<file path="src/rtl/otp_event_timer.sv">
module otp_event_timer #(
    parameter int LIMIT = 1
) (
    input  logic clk,
    input  logic rst_n,
    input  logic restart,
    output logic done
);
    localparam int CW = $clog2(LIMIT + 1);

    logic [CW-1:0] cnt_q;

    always_ff @(posedge clk or negedge rst_n) begin
        if (!rst_n) begin
            cnt_q <= '0;
        end else if (restart) begin
            cnt_q <= CW'(LIMIT - 1);
        end else if (cnt_q != '0) begin
            cnt_q <= cnt_q - 1'b1;
        end
    end

    assign done = (cnt_q == '0);
endmodule

</file>
<file path="src/rtl/otp_delay_track.sv">
module otp_delay_track #(
    parameter int ADDR_W = 16,
    parameter int ACC_CYC = 5,
    parameter int CE_CYC  = 5,
    parameter int OE_CYC  = 2
) (
    input  logic              clk,
    input  logic              rst_n,
    input  logic [ADDR_W-1:0] addr,
    input  logic              id_volt,
    input  logic              chip_sel_n,
    input  logic              out_en_n,
    output logic              ready,
    output logic              sel0_q
);
    localparam int N_TMR = 3;

    logic [ADDR_W:0] key_q;
    logic            cs_q;
    logic            oe_q;
    logic [N_TMR-1:0] evt;
    logic [N_TMR-1:0] done;

    always_ff @(posedge clk or negedge rst_n) begin
        if (!rst_n) begin
            key_q <= '0;
            cs_q  <= 1'b1;
            oe_q  <= 1'b1;
        end else begin
            key_q <= {id_volt, addr};
            cs_q  <= chip_sel_n;
            oe_q  <= out_en_n;
        end
    end

    assign evt[0] = ({id_volt, addr} != key_q);
    assign evt[1] = !chip_sel_n && cs_q;
    assign evt[2] = !out_en_n && oe_q;

    generate
        for (genvar g = 0; g < N_TMR; g++) begin : g_tmr
            localparam int LIM = (g == 0) ? ACC_CYC : ((g == 1) ? CE_CYC : OE_CYC);
            otp_event_timer #(.LIMIT(LIM)) u_tmr (
                .clk     (clk),
                .rst_n   (rst_n),
                .restart (evt[g]),
                .done    (done[g])
            );
        end
    endgenerate

    assign ready  = (&done) && !(|evt);
    assign sel0_q = key_q[0];
endmodule

</file>
<file path="config.mk">
export PLATFORM = sky130hd
export DESIGN_NAME = otp_delay_track
export DESIGN_NICKNAME = d
export VERILOG_FILES = /design/src/rtl/otp_event_timer.sv /design/src/rtl/otp_delay_track.sv
export SDC_FILE = /design/constraint.sdc
export NUM_CORES = 1
export LEC_CHECK = 0
export BUFFER_PORTS_ARGS = -buffer_cell sky130_fd_sc_hd__buf_2
export CAP_MARGIN = 20
export CORE_MARGIN = 4
export CORE_UTILIZATION = 59
export CTS_BUF_LIST = sky130_fd_sc_hd__clkbuf_2 sky130_fd_sc_hd__clkbuf_4 sky130_fd_sc_hd__clkbuf_8
export CTS_CLUSTER_DIAMETER = 30
export DETAILED_ROUTE_END_ITERATION = 10
export PLACE_DENSITY = 0.87
export SLEW_MARGIN = 20
export SYNTH_ARGS = -nofsm -noshare
export SYNTH_HDL_FRONTEND = slang
export SYNTH_SLANG_ARGS = --single-unit
export TNS_END_PERCENT = 50
</file>
<file path="constraint.sdc">
create_clock -name clk -period 3.05 [get_ports clk]
set_input_delay 0.305 -clock clk [delete_from_list [all_inputs] [get_ports clk]]
set_output_delay 0.305 -clock clk [all_outputs]
set_load 0.02 [all_outputs]
</file>
Yosys cells after proc, flatten, opt, wreduce, memory -nomap -nowiden
Cells that the tools add are included.
{"block": "totals", "register_bits": 27, "inputBits": 21, "output_inout_bits": 2, "elab_cells": 33}
{"block": "op_classes", "add_sub_neg": 3, "n_eq_ne": 1, "n_mux": 6, "reduce_logical": 17}
{"operator": "17-bit inequality test", "count": 1}
{"operator": "3-bit two-way mux", "count": 4}
{"operator": "2-bit nonzero test", "count": 4}
{"operator": "3-bit zero test", "count": 2}
{"operator": "3-bit nonzero test", "count": 2}
{"operator": "3-bit by 1-bit subtractor with 3-bit output, second input constant", "count": 2}
{"operator": "2-bit two-way mux", "count": 2}
{"operator": "1-bit logical AND", "count": 3}
{"operator": "1-bit zero test", "count": 3}
{"operator": "3-bit AND reduction", "count": 1}
{"operator": "3-bit OR reduction", "count": 1}
{"operator": "2-bit zero test", "count": 1}
{"operator": "2-bit by 1-bit subtractor with 2-bit output, second input constant", "count": 1}

Longest topological paths before layout
Gate-level depths: netlist of run 1.
{"block": "depth", "ltp_word": 5, "mapped_depth": 6, "ltp_nobuf": 6}

Hierarchy
Synthesis of run 1 repeated with hierarchy kept, for this count alone.
{"block": "hier_totals", "hier_cells": 88, "hier_area_um2": 1163.6}
{"mod": "otp_delay_track", "n_inst": 1, "cells_per_inst": 47, "area_each_um2": 696.9, "seq_area_each_um2": 478.0}
{"mod": "otp_event_timer (g_tmr[0].u_tmr ...)", "n_inst": 2, "cells_per_inst": 16, "area_each_um2": 183.9, "seq_area_each_um2": 75.1}
{"mod": "otp_event_timer (g_tmr[2].u_tmr)", "n_inst": 1, "cells_per_inst": 9, "area_each_um2": 98.8, "seq_area_each_um2": 50.0}

Worst setup path after synthesis of run 1
OpenSTA, ideal clock, no wires.
{"block": "synth_path", "path_type": "reg-to-output", "start": "reg key_q[0]", "end": "out ready", "arrival_ps": 1547, "t_required_ps": 2745, "setup_slack_ps": 1198, "stages_incl_launch_ff": 5, "n_path_buf": 0, "path_cell_list": "dfrtp_1 > xor2_1 > nor4_1 > nand4_1 > nor3_1"}
{"block": "synth_via", "elab_chain_cells": 4}
{"item": "from (decl)", "line_no": "otp_delay_track.sv:18", "source": "logic [ADDR_W:0] key_q;"}
{"item": "from (signal assigned)", "line_no": "otp_delay_track.sv:30", "source": "key_q <= {id_volt, addr};"}
{"item": "17-bit inequality test", "line_no": "otp_delay_track.sv:36", "source": "assign evt[0] = ({id_volt, addr} != key_q);"}
{"item": "3-bit OR reduction", "line_no": "otp_delay_track.sv:52", "source": "assign ready = (&done) && !(|evt);"}
{"item": "1-bit zero test", "line_no": "otp_delay_track.sv:52"}
{"item": "1-bit logical AND", "line_no": "otp_delay_track.sv:52"}
{"item": "to (decl)", "line_no": "otp_delay_track.sv:13", "source": "output logic ready,"}
Every way passes these cells.

Worst setup path after layout of run 1
{"block": "layout_path", "start": "reg key_q[15]", "end": "out ready"}
The elaborated chain is that of the path after synthesis.

==> results.txt, run 1 <==
The run finished with clean final reports. In this run the static leakage power is 0.595 nW. The number of global-route vias before repair was 771; the number of buffer cells added on primary ports was 22.

For the wire length of the first global-routing pass, the log shows 2950 um. The sequential fraction of the synthesis area is 61.7%. The worst hold path cell count is 1. For this run, the detailed router's first-pass iteration total came to 4. Setup repair after global routing left no endpoint under its margin. The layout overhead on the synthesized area is 16.5%.

The count of H-tree levels built during CTS was 1; the antenna cell count was 0. In this run, the number of DRC markers left after iteration 0 of detailed routing was 6. Setup total negative slack on the finished layout was measured at 0 ns. In this run the deepest clock path goes through 2 buffers. In this run the number of cells on the critical path is 5. After detailed routing, the total wire length is 1720 um.

The root buffer cell chosen for the clock tree is sky130_fd_sc_hd__clkbuf_4. The number of pins exceeding their max-slew limit in the final report was 0. Dividing total power by cell area gives a power density of 596 nW/um2.

Between clock sinks in the finished design, the worst skew comes to 0.00380 ns. The pin count of the biggest net entering global routing was 28. The tools report the number of clock sinks as 27. The synthesized netlist devotes 2.73% of its cell area to compound gates. In the final layout, the share of cells above drive strength 1 is 25.4%. Cell type group with the largest total delay on the critical path: simple AND/OR/NAND/NOR gates. For the final weighted congestion in routability-driven placement, the log shows 0.683. The logs give 395 um2 for the multi-input logic area and 0 for the final setup violation count. Critical path launch point type: a flop. The logs give 1.89 ns for the data arrival time of the critical path and 0 for the remaining antenna violation count.

Using the TritonRoute via totals, the vias-per-cell ratio works out to 5.09. In the final routed layout, each cell accounts on average for 12.4 um. The synthesized netlist occupies a cell area of 1100 um2. The die is 51.2 um tall. The initial utilization of the core area, before any placement, comes to 63.0%. The largest single stage delay on the critical path is 0.40 ns.

The xor/xnor share of the synthesized area was 15.9%; the length in cells of the worst reg-to-reg path was 4. Adder-cell area share of the yosys netlist: 5.69%. After detailed routing, the number of remaining DRC violations is 0. The floorplan step defined a die boundary enclosing 2620 um2. For the number of cells in the finished layout apart from fillers, the log shows 139. The critical path in this run is classified as flop to output pin.

Summing all flip-flop and latch instances after layout gives 678 um2. The portion of the clock cycle consumed by the worst path in the final layout is 72.0%. VDD sags by at most 0.506 mV. The logs give 1750 um2 for the core region area and 0 for the final hold violation count. The sum of overflow across all layers after global routing was 0. The tools report the aggregate global-route resource usage as 15.2%.

The run gives 1 as the number of buffers added to fix hold violations after cts. In this run the mean area of a mapped cell was 12.6 um2. The total I/O pin count is 23. The clock insertion delay at the later pin of the skew report was 0.31 ns. The largest fanout on the critical path was 4; the number of warnings reported in the yosys synthesis log was 0. Synthesis produced a netlist with a net count of 113. Setup slack on the critical path of the routed design comes to 0.853 ns. The buffers inserted during post-CTS setup optimization is 0. TritonCTS created 3 clock buffers. The path class of the tightest hold or removal check is input pin to flop. From left edge to right edge, the die measures 51.2 um. The synthesized netlist devotes 10.6% of its cell area to simple gates.

The run gives 2.74 ns as the data required time of the critical path. STA classifies the critical path endpoint as an output pin. Synthesis inferred 27 register bits.

After legalization and detailed placement, the total HPWL measured 1390 um. The largest individual stage delay along the critical path comes from the cell sky130_fd_sc_hd__dfrtp_1. TritonCTS built the clock tree. The main combinational cell family by area after synthesis was XOR/XNOR gates. The clock edge transition at the registers on the reported setup and hold paths was 0.13 ns; the number of maximum-capacitance constraint violations was 0. The number of resized instances in the post-cts repair step is 0, and the final hold slack is 0.0802 ns.

The vias after detailed routing was 708; the final critical path time including I/O delays and setup was 2.20 ns. After detailed placement, the design holds a cell count of 134. In this run the tightest slew margin relative to its limit is 62.4%.

The worst slack at placement is 1.17 ns. Measured against the total synthesized area, the mux share comes to 1.02%. Walking the worst path, the cells encountered are xor2_1 > nor4_1 > nand4_1 > nor3_1 > buf_2.

The combined buffer and inverter count along the critical path works out to 1. Timing would allow up to 0.455 GHz. The run gives 141 as the layout net count. The number of antenna violations at the first check in global routing was 0. The count of different cell masters after synthesis came out at 20.

The count of mapped cells out of synthesis was 87; the slew of the pin with the lowest slew margin was 0.565 ns. The filler cells instantiated in the layout total 134. Row generation in the floorplan step produced 15 rows.
cells in the final DEF, fill, tap and decap left out:
master,synthesis,routed
sky130_fd_sc_hd__nor4_1,3,3
sky130_fd_sc_hd__xor2_1,13,13
sky130_fd_sc_hd__a211oi_1,1,1
sky130_fd_sc_hd__nor3_1,3,3
sky130_fd_sc_hd__nand2_1,2,2
sky130_fd_sc_hd__dfrtp_1,25,25
sky130_fd_sc_hd__or3_1,1,1
sky130_fd_sc_hd__o31ai_1,1,1
sky130_fd_sc_hd__and2_1,1,1
sky130_fd_sc_hd__xnor2_1,7,7
sky130_fd_sc_hd__dlygate4sd3_1,0,1
sky130_fd_sc_hd__mux2_2,1,1
sky130_fd_sc_hd__ha_1,5,5
sky130_fd_sc_hd__o21ai_0,1,1
sky130_fd_sc_hd__buf_2,0,22
sky130_fd_sc_hd__inv_1,7,7
sky130_fd_sc_hd__clkbuf_4,0,4
sky130_fd_sc_hd__nand4_1,3,3
sky130_fd_sc_hd__nor2b_1,2,2
sky130_fd_sc_hd__dfstp_2,2,2
sky130_fd_sc_hd__nor2_1,5,5
sky130_fd_sc_hd__a21oi_1,2,2
sky130_fd_sc_hd__nand2b_1,2,2
flip-flops by register name (all words and copies together), names as in the netlist:
signal / count
g_tmr.u_tmr.cnt_q: 8
cs_q: 1
oe_q: 1
key_q: 17
Yosys cell counts:
| cell type | instances | area [um2] |
|---|---|---|
| sky130_fd_sc_hd__or3_1 | 1 | 6.26 |
| sky130_fd_sc_hd__o21ai_0 | 1 | 5.00 |
| sky130_fd_sc_hd__a211oi_1 | 1 | 7.51 |
| sky130_fd_sc_hd__o31ai_1 | 1 | 7.51 |
| sky130_fd_sc_hd__nand4_1 | 3 | 18.8 |
| sky130_fd_sc_hd__inv_1 | 7 | 26.3 |
| sky130_fd_sc_hd__nor3_1 | 3 | 15.0 |
| sky130_fd_sc_hd__nand2b_1 | 2 | 12.5 |
| sky130_fd_sc_hd__xnor2_1 | 7 | 61.3 |
| sky130_fd_sc_hd__mux2_2 | 1 | 11.3 |
| sky130_fd_sc_hd__and2_1 | 1 | 6.26 |
| sky130_fd_sc_hd__nor2_1 | 5 | 18.8 |
| sky130_fd_sc_hd__nand2_1 | 2 | 7.51 |
| sky130_fd_sc_hd__nor2b_1 | 2 | 12.5 |
| sky130_fd_sc_hd__xor2_1 | 13 | 114 |
| sky130_fd_sc_hd__a21oi_1 | 2 | 10.0 |
| sky130_fd_sc_hd__dfstp_2 | 2 | 52.6 |
| sky130_fd_sc_hd__nor4_1 | 3 | 18.8 |
| sky130_fd_sc_hd__ha_1 | 5 | 62.6 |
| sky130_fd_sc_hd__dfrtp_1 | 25 | 626 |
worst paths after layout:
kind / start / to / slack [ns]
hold / removal: out_en_n / oe_q$_DFF_PN1_ / 0.08
setup / recovery: key_q[15]$_DFF_PN0_ / ready / 0.85
max in group asynchronous: rst_n / cs_q$_DFF_PN1_ / 2.17
setup reg to reg: key_q[15]$_DFF_PN0_ / g_tmr[0].u_tmr.cnt_q[2]$_DFFE_PN0P_ / 1.40
min in group asynchronous: rst_n / key_q[2]$_DFF_PN0_ / 0.49
hold reg to reg: g_tmr[1].u_tmr.cnt_q[2]$_DFFE_PN0P_ / g_tmr[1].u_tmr.cnt_q[2]$_DFFE_PN0P_ / 0.49
metal layers:
| layer | wire [um] | GRT usage, % | vias to the layer above |
|---|---|---|---|
| met4 | 46 | 6.73 | 0 |
| met2 | 898 | 26.2 | 18 |
| met5 | 0 | 0 | - |
| li1 | - | - | 340 |
| met1 | 698 | 18.1 | 343 |
| met3 | 73 | 3.50 | 7 |
logic make-up after synthesis:
family / Yosys count
muxes: 1
adders and majority gates: 5
and+or+nand+nor: 22
AOI/OAI and AO/OA: 5
xor gates and xnor gates: 20
buffers and inverters: 7
DFF: 27
report_power, final:
part / switching (mW) / total (mW) / internal (mW)
sequential: 0.0249 / 0.430 / 0.405
combinational: 0.0952 / 0.177 / 0.0823
clock: 0.0962 / 0.156 / 0.0600
through the flow:
stage	util (%)	instance area [um2]	power [mW]
6_report	73.4	1280	0.764
3_5_place_dp	71.1	1240	0.618
2_1_floorplan	-	1100	0.560
4_1_cts	73.4	1280	0.776
3_3_place_gp	71.1	1240	0.599
5_1_grt	73.4	1280	0.823
final cells by class:
type / count / area share, %
Tap cell: 25 / 2.44
Inverter: 7 / 2.05
Multi-Input combinational cell: 53 / 30.9
Sequential cell: 27 / 52.9
Clock buffer: 4 / 2.34
Timing Repair Buffer: 23 / 9.37
No activity file was read; power rests on OpenSTA's default activity.
==> inputs of run 2 (changes only) <==
CORE_UTILIZATION = 50   (was 59)
PLACE_DENSITY = 0.79   (was 0.87)
clock period = 1.8 ns   (was 3.05 ns; I/O delays follow)
==> results.txt, run 2 (synthesized netlist as in run 1, its figures left out) <==
Setup total negative slack: -0.122 ns (was 0 ns). The detail-routed via count per cell came out at 4.68 (was 5.09). Layout net count: 164 (was 141). Setup repair after global routing could not meet its margin everywhere.

The number of flip-flops in the largest register is 17 (unchanged), and the number of DRC markers in iteration 0 is 3 (was 6). The data arrival time of the critical path is 1.74 ns (was 1.89 ns). The core region area came out at 2020 um2 (was 1750 um2).

The number of instances in the placed design was 136 (was 134). Cells traversed along the worst timing path: inv_1 > ha_1 > nor2b_2 > nand4_1 > nor3_2 > buf_4 (was xor2_1 > nor4_1 > nand4_1 > nor3_1 > buf_2). The run gives 0 (unchanged) as the number of maximum-capacitance constraint violations. The critical path's slowest cell is sky130_fd_sc_hd__dfrtp_1 (unchanged). The cell type group with the largest total delay on the critical path is simple AND/OR/NAND/NOR gates (unchanged).

The critical path's largest stage delay is 0.38 ns (was 0.40 ns), and the worst-case headroom to the max-slew limit is 61.7% (was 62.4%). For the largest vdd supply drop, the log shows 0.709 mV (was 0.506 mV). The tools report the startpoint of the worst-slack reg-to-reg timing path as key_q[3]$_DFF_PN0_ (was key_q[15]$_DFF_PN0_). Worst min-delay path class: input pin to asynchronous set/reset pin (was input pin to flop). Number of global-route vias before repair: 830 (was 771). For the final routed DRC violation total, the log shows 0 (unchanged). The element type at the critical path end was an output pin (unchanged). The number of pins exceeding their max-slew limit in the final report is 0 (unchanged). Final setup violation count: 1 (was 0). Largest registers: key_q: 17 flops, g_tmr.u_tmr.cnt_q: 8 flops (unchanged). The area of the die is 3010 um2 (was 2620 um2), and the number of iterations in the first detailed-routing pass is 4 (unchanged).

The tools report the sum of overflow across all layers after global routing as 0 (unchanged). The leakage dissipation came out at 0.694 nW (was 0.595 nW). The total CTS buffers came out at 3 (unchanged).

TritonCTS built the clock tree. For the total I/O pin count, the log shows 23 (unchanged). The root buffer selected by CTS was sky130_fd_sc_hd__clkbuf_4 (unchanged). The final critical path time including I/O delays and setup came out at 1.92 ns. For this run, the top clock speed supported by timing is 0.520 GHz. The tools report the final hold violation count as 0 (unchanged). Most frequent standard cell in the layout excluding fill and tap cells: sky130_fd_sc_hd__dfrtp_1 (unchanged). Slew of the pin with the lowest slew margin: 0.575 ns (was 0.565 ns). The tools report the detailed-route wire length as 2060 um (was 1720 um). The multi-input logic area was 403 um2 (was 395 um2); the vias after detailed routing was 767 (was 708). Launch point of the critical path: g_tmr[0].u_tmr.cnt_q[0]$_DFFE_PN0P_ (was key_q[15]$_DFF_PN0_). Filler cell count in the final layout: 158 (was 134).

The run gives 1.62 ns (was 2.74 ns) as the data required time of the critical path. Top library cells by usage in the layout, fill and taps aside: 25 x sky130_fd_sc_hd__dfrtp_1, 21 x sky130_fd_sc_hd__buf_2, 20 x sky130_fd_sc_hd__dlygate4sd3_1, 13 x sky130_fd_sc_hd__xor2_1 (was 25 x sky130_fd_sc_hd__dfrtp_1, 22 x sky130_fd_sc_hd__buf_2, 13 x sky130_fd_sc_hd__xor2_1, 7 x sky130_fd_sc_hd__inv_1, 7 x sky130_fd_sc_hd__xnor2_1). The tools report the terminus of the critical flop-to-flop path as g_tmr[0].u_tmr.cnt_q[2]$_DFFE_PN0P_ (unchanged). The total area of sequential cells is 678 um2 (unchanged).

Final standard cell utilization of the core: 74.9% (was 73.4%). The die extent in x is 54.9 um (was 51.2 um). The logs give 0 (unchanged) for the antenna cell count and 0 (unchanged) for the remaining antenna violation count.

The per-cell routed wire length came out at 12.5 um (was 12.4 um). The length in cells of the worst reg-to-reg path was 5 (was 4); the portion of the clock cycle consumed by the worst path in the final layout was 107%. The wire length of the first global-routing pass is 3350 um (was 2950 um). The count of H-tree levels built during CTS is 1 (unchanged). The run gives 1360 um (was 1390 um) as the placed wire-length estimate after detailed placement. The type of the setup path with the least slack is flop to output pin (unchanged). The slack of the critical path is -0.122 ns (was 0.853 ns), and the starting utilization of the core area is 54.4% (was 63.0%).

The total power per unit cell area is 898 nW/um2 (was 596 nW/um2). For the aggregate global-route resource usage, the log shows 16.1% (was 15.2%). The worst clock skew on the final layout came out at 0.00727 ns (was 0.00380 ns). The clock edge transition at the registers on the reported setup and hold paths came out at 0.14 ns (was 0.13 ns). The total number of cells along the worst setup path is 6 (was 5), and the number of clock sinks is 27 (unchanged). The capturing element of the worst setup path was ready (unchanged). The largest register by flop count was key_q (unchanged). The run finished, with violations left.

The final weighted congestion in routability-driven placement is 0.677 (was 0.683). The clock insertion delay at the later pin of the skew report was 0.31 ns (about the same); the reg-to-reg setup timing slack was 0.04 ns (was 1.40 ns). The final reports fail on negative setup slack. The share of final-layout standard cells stronger than drive strength 1 was 25.5% (was 25.4%).

The tools report the maximum number of buffers from clock root to sink as 2 (unchanged). The layout overhead on the synthesized area was 37.7% (was 16.5%); the vertical die dimension was 54.9 um (was 51.2 um). Number of antenna violations at the first check in global routing: 0 (unchanged).

The tools report the critical path launch point type as a flop (unchanged). The run gives 16 (was 15) as the placement row count. The combined buffer and inverter count along the critical path came out at 2 (was 1). The number of buffer cells added on primary ports came out at 22 (unchanged). The run gives 28 (unchanged) as the pin count of the biggest net entering global routing. The number of cells in the finished layout apart from fillers came out at 164 (was 139). The largest fanout on the critical path works out to 4 (unchanged).
[run 2: cell count changes in the layout (fill, tap and decap cells not counted)]
cell	previous run	this run
sky130_fd_sc_hd__nor2b_1	2	1
sky130_fd_sc_hd__nor2b_2	0	1
sky130_fd_sc_hd__nor3_1	3	2
sky130_fd_sc_hd__dlygate4sd3_1	1	20
sky130_fd_sc_hd__buf_4	0	5
sky130_fd_sc_hd__nor3_2	0	1
sky130_fd_sc_hd__buf_2	22	21
[run 2: layer usage]
layer	up-vias	part of all wire, %	track usage, %
met5	-	0	0
met4	0	1.5	7.29
met3	4	4.5	2.95
met2	18	54	29.5
met1	359	40	17.8
li1	386	-	-
[run 2: layout make-up]
class	instances	area share (%)
Tap cell	27	2.23
Sequential cell	27	44.8
Timing Repair Buffer	46	22.6
Clock buffer	4	1.98
Inverter	7	1.74
Multi-Input combinational cell	53	26.6
[run 2: worst min-delay path by stage]
| stage | startpoint | slack [ns] | to | depth (start not counted) |
|---|---|---|---|---|
| floorplan | rst_n | -0.12 | g_tmr[0].u_tmr.cnt_q[0]$_DFFE_PN0P_ | 0 |
| global placement | rst_n | 0.21 | g_tmr[2].u_tmr.cnt_q[0]$_DFFE_PN0P_ | 1 |
| detailed placement | rst_n | 0.21 | g_tmr[2].u_tmr.cnt_q[1]$_DFFE_PN0P_ | 1 |
| CTS | rst_n | 0.40 | g_tmr[2].u_tmr.cnt_q[1]$_DFFE_PN0P_ | 2 |
| global route | rst_n | 0.43 | g_tmr[2].u_tmr.cnt_q[1]$_DFFE_PN0P_ | 2 |
| finish | rst_n | 0.39 | key_q[1]$_DFF_PN0_ | 2 |
[run 2: power by group]
| group | total [mW] | switching, mW | leakage [nW] | internal, mW |
|---|---|---|---|---|
| Clock | 0.262 | 0.160 | 0.0184 | 0.101 |
| Sequential | 0.728 | 0.0415 | 0.315 | 0.687 |
| Combinational | 0.370 | 0.176 | 0.360 | 0.194 |
| Total | 1.36 | 0.378 | 0.694 | 0.982 |
[run 2: metrics by stage]
step	hold slack, ns	setup slack [ns]	cell area (um2)	power, mW
after floorplan	-0.116	0.0730	1100	0.948
final	0.387	-0.122	1510	1.36
after global routing	0.425	-0.279	1510	1.46
after CTS	0.396	-0.123	1490	1.35
after global placement	0.210	0.174	1240	1.01
after detailed placement	0.213	0.105	1240	1.04
[run 2: repair_timing]
action,4_1_cts,5_1_grt
endpoints found under the hold margin,44,0
hold buffers,20,0
gates resized for setup,1,2
endpoints found under the setup margin,1,2
buffers inserted,2,2
pin swaps,5,2
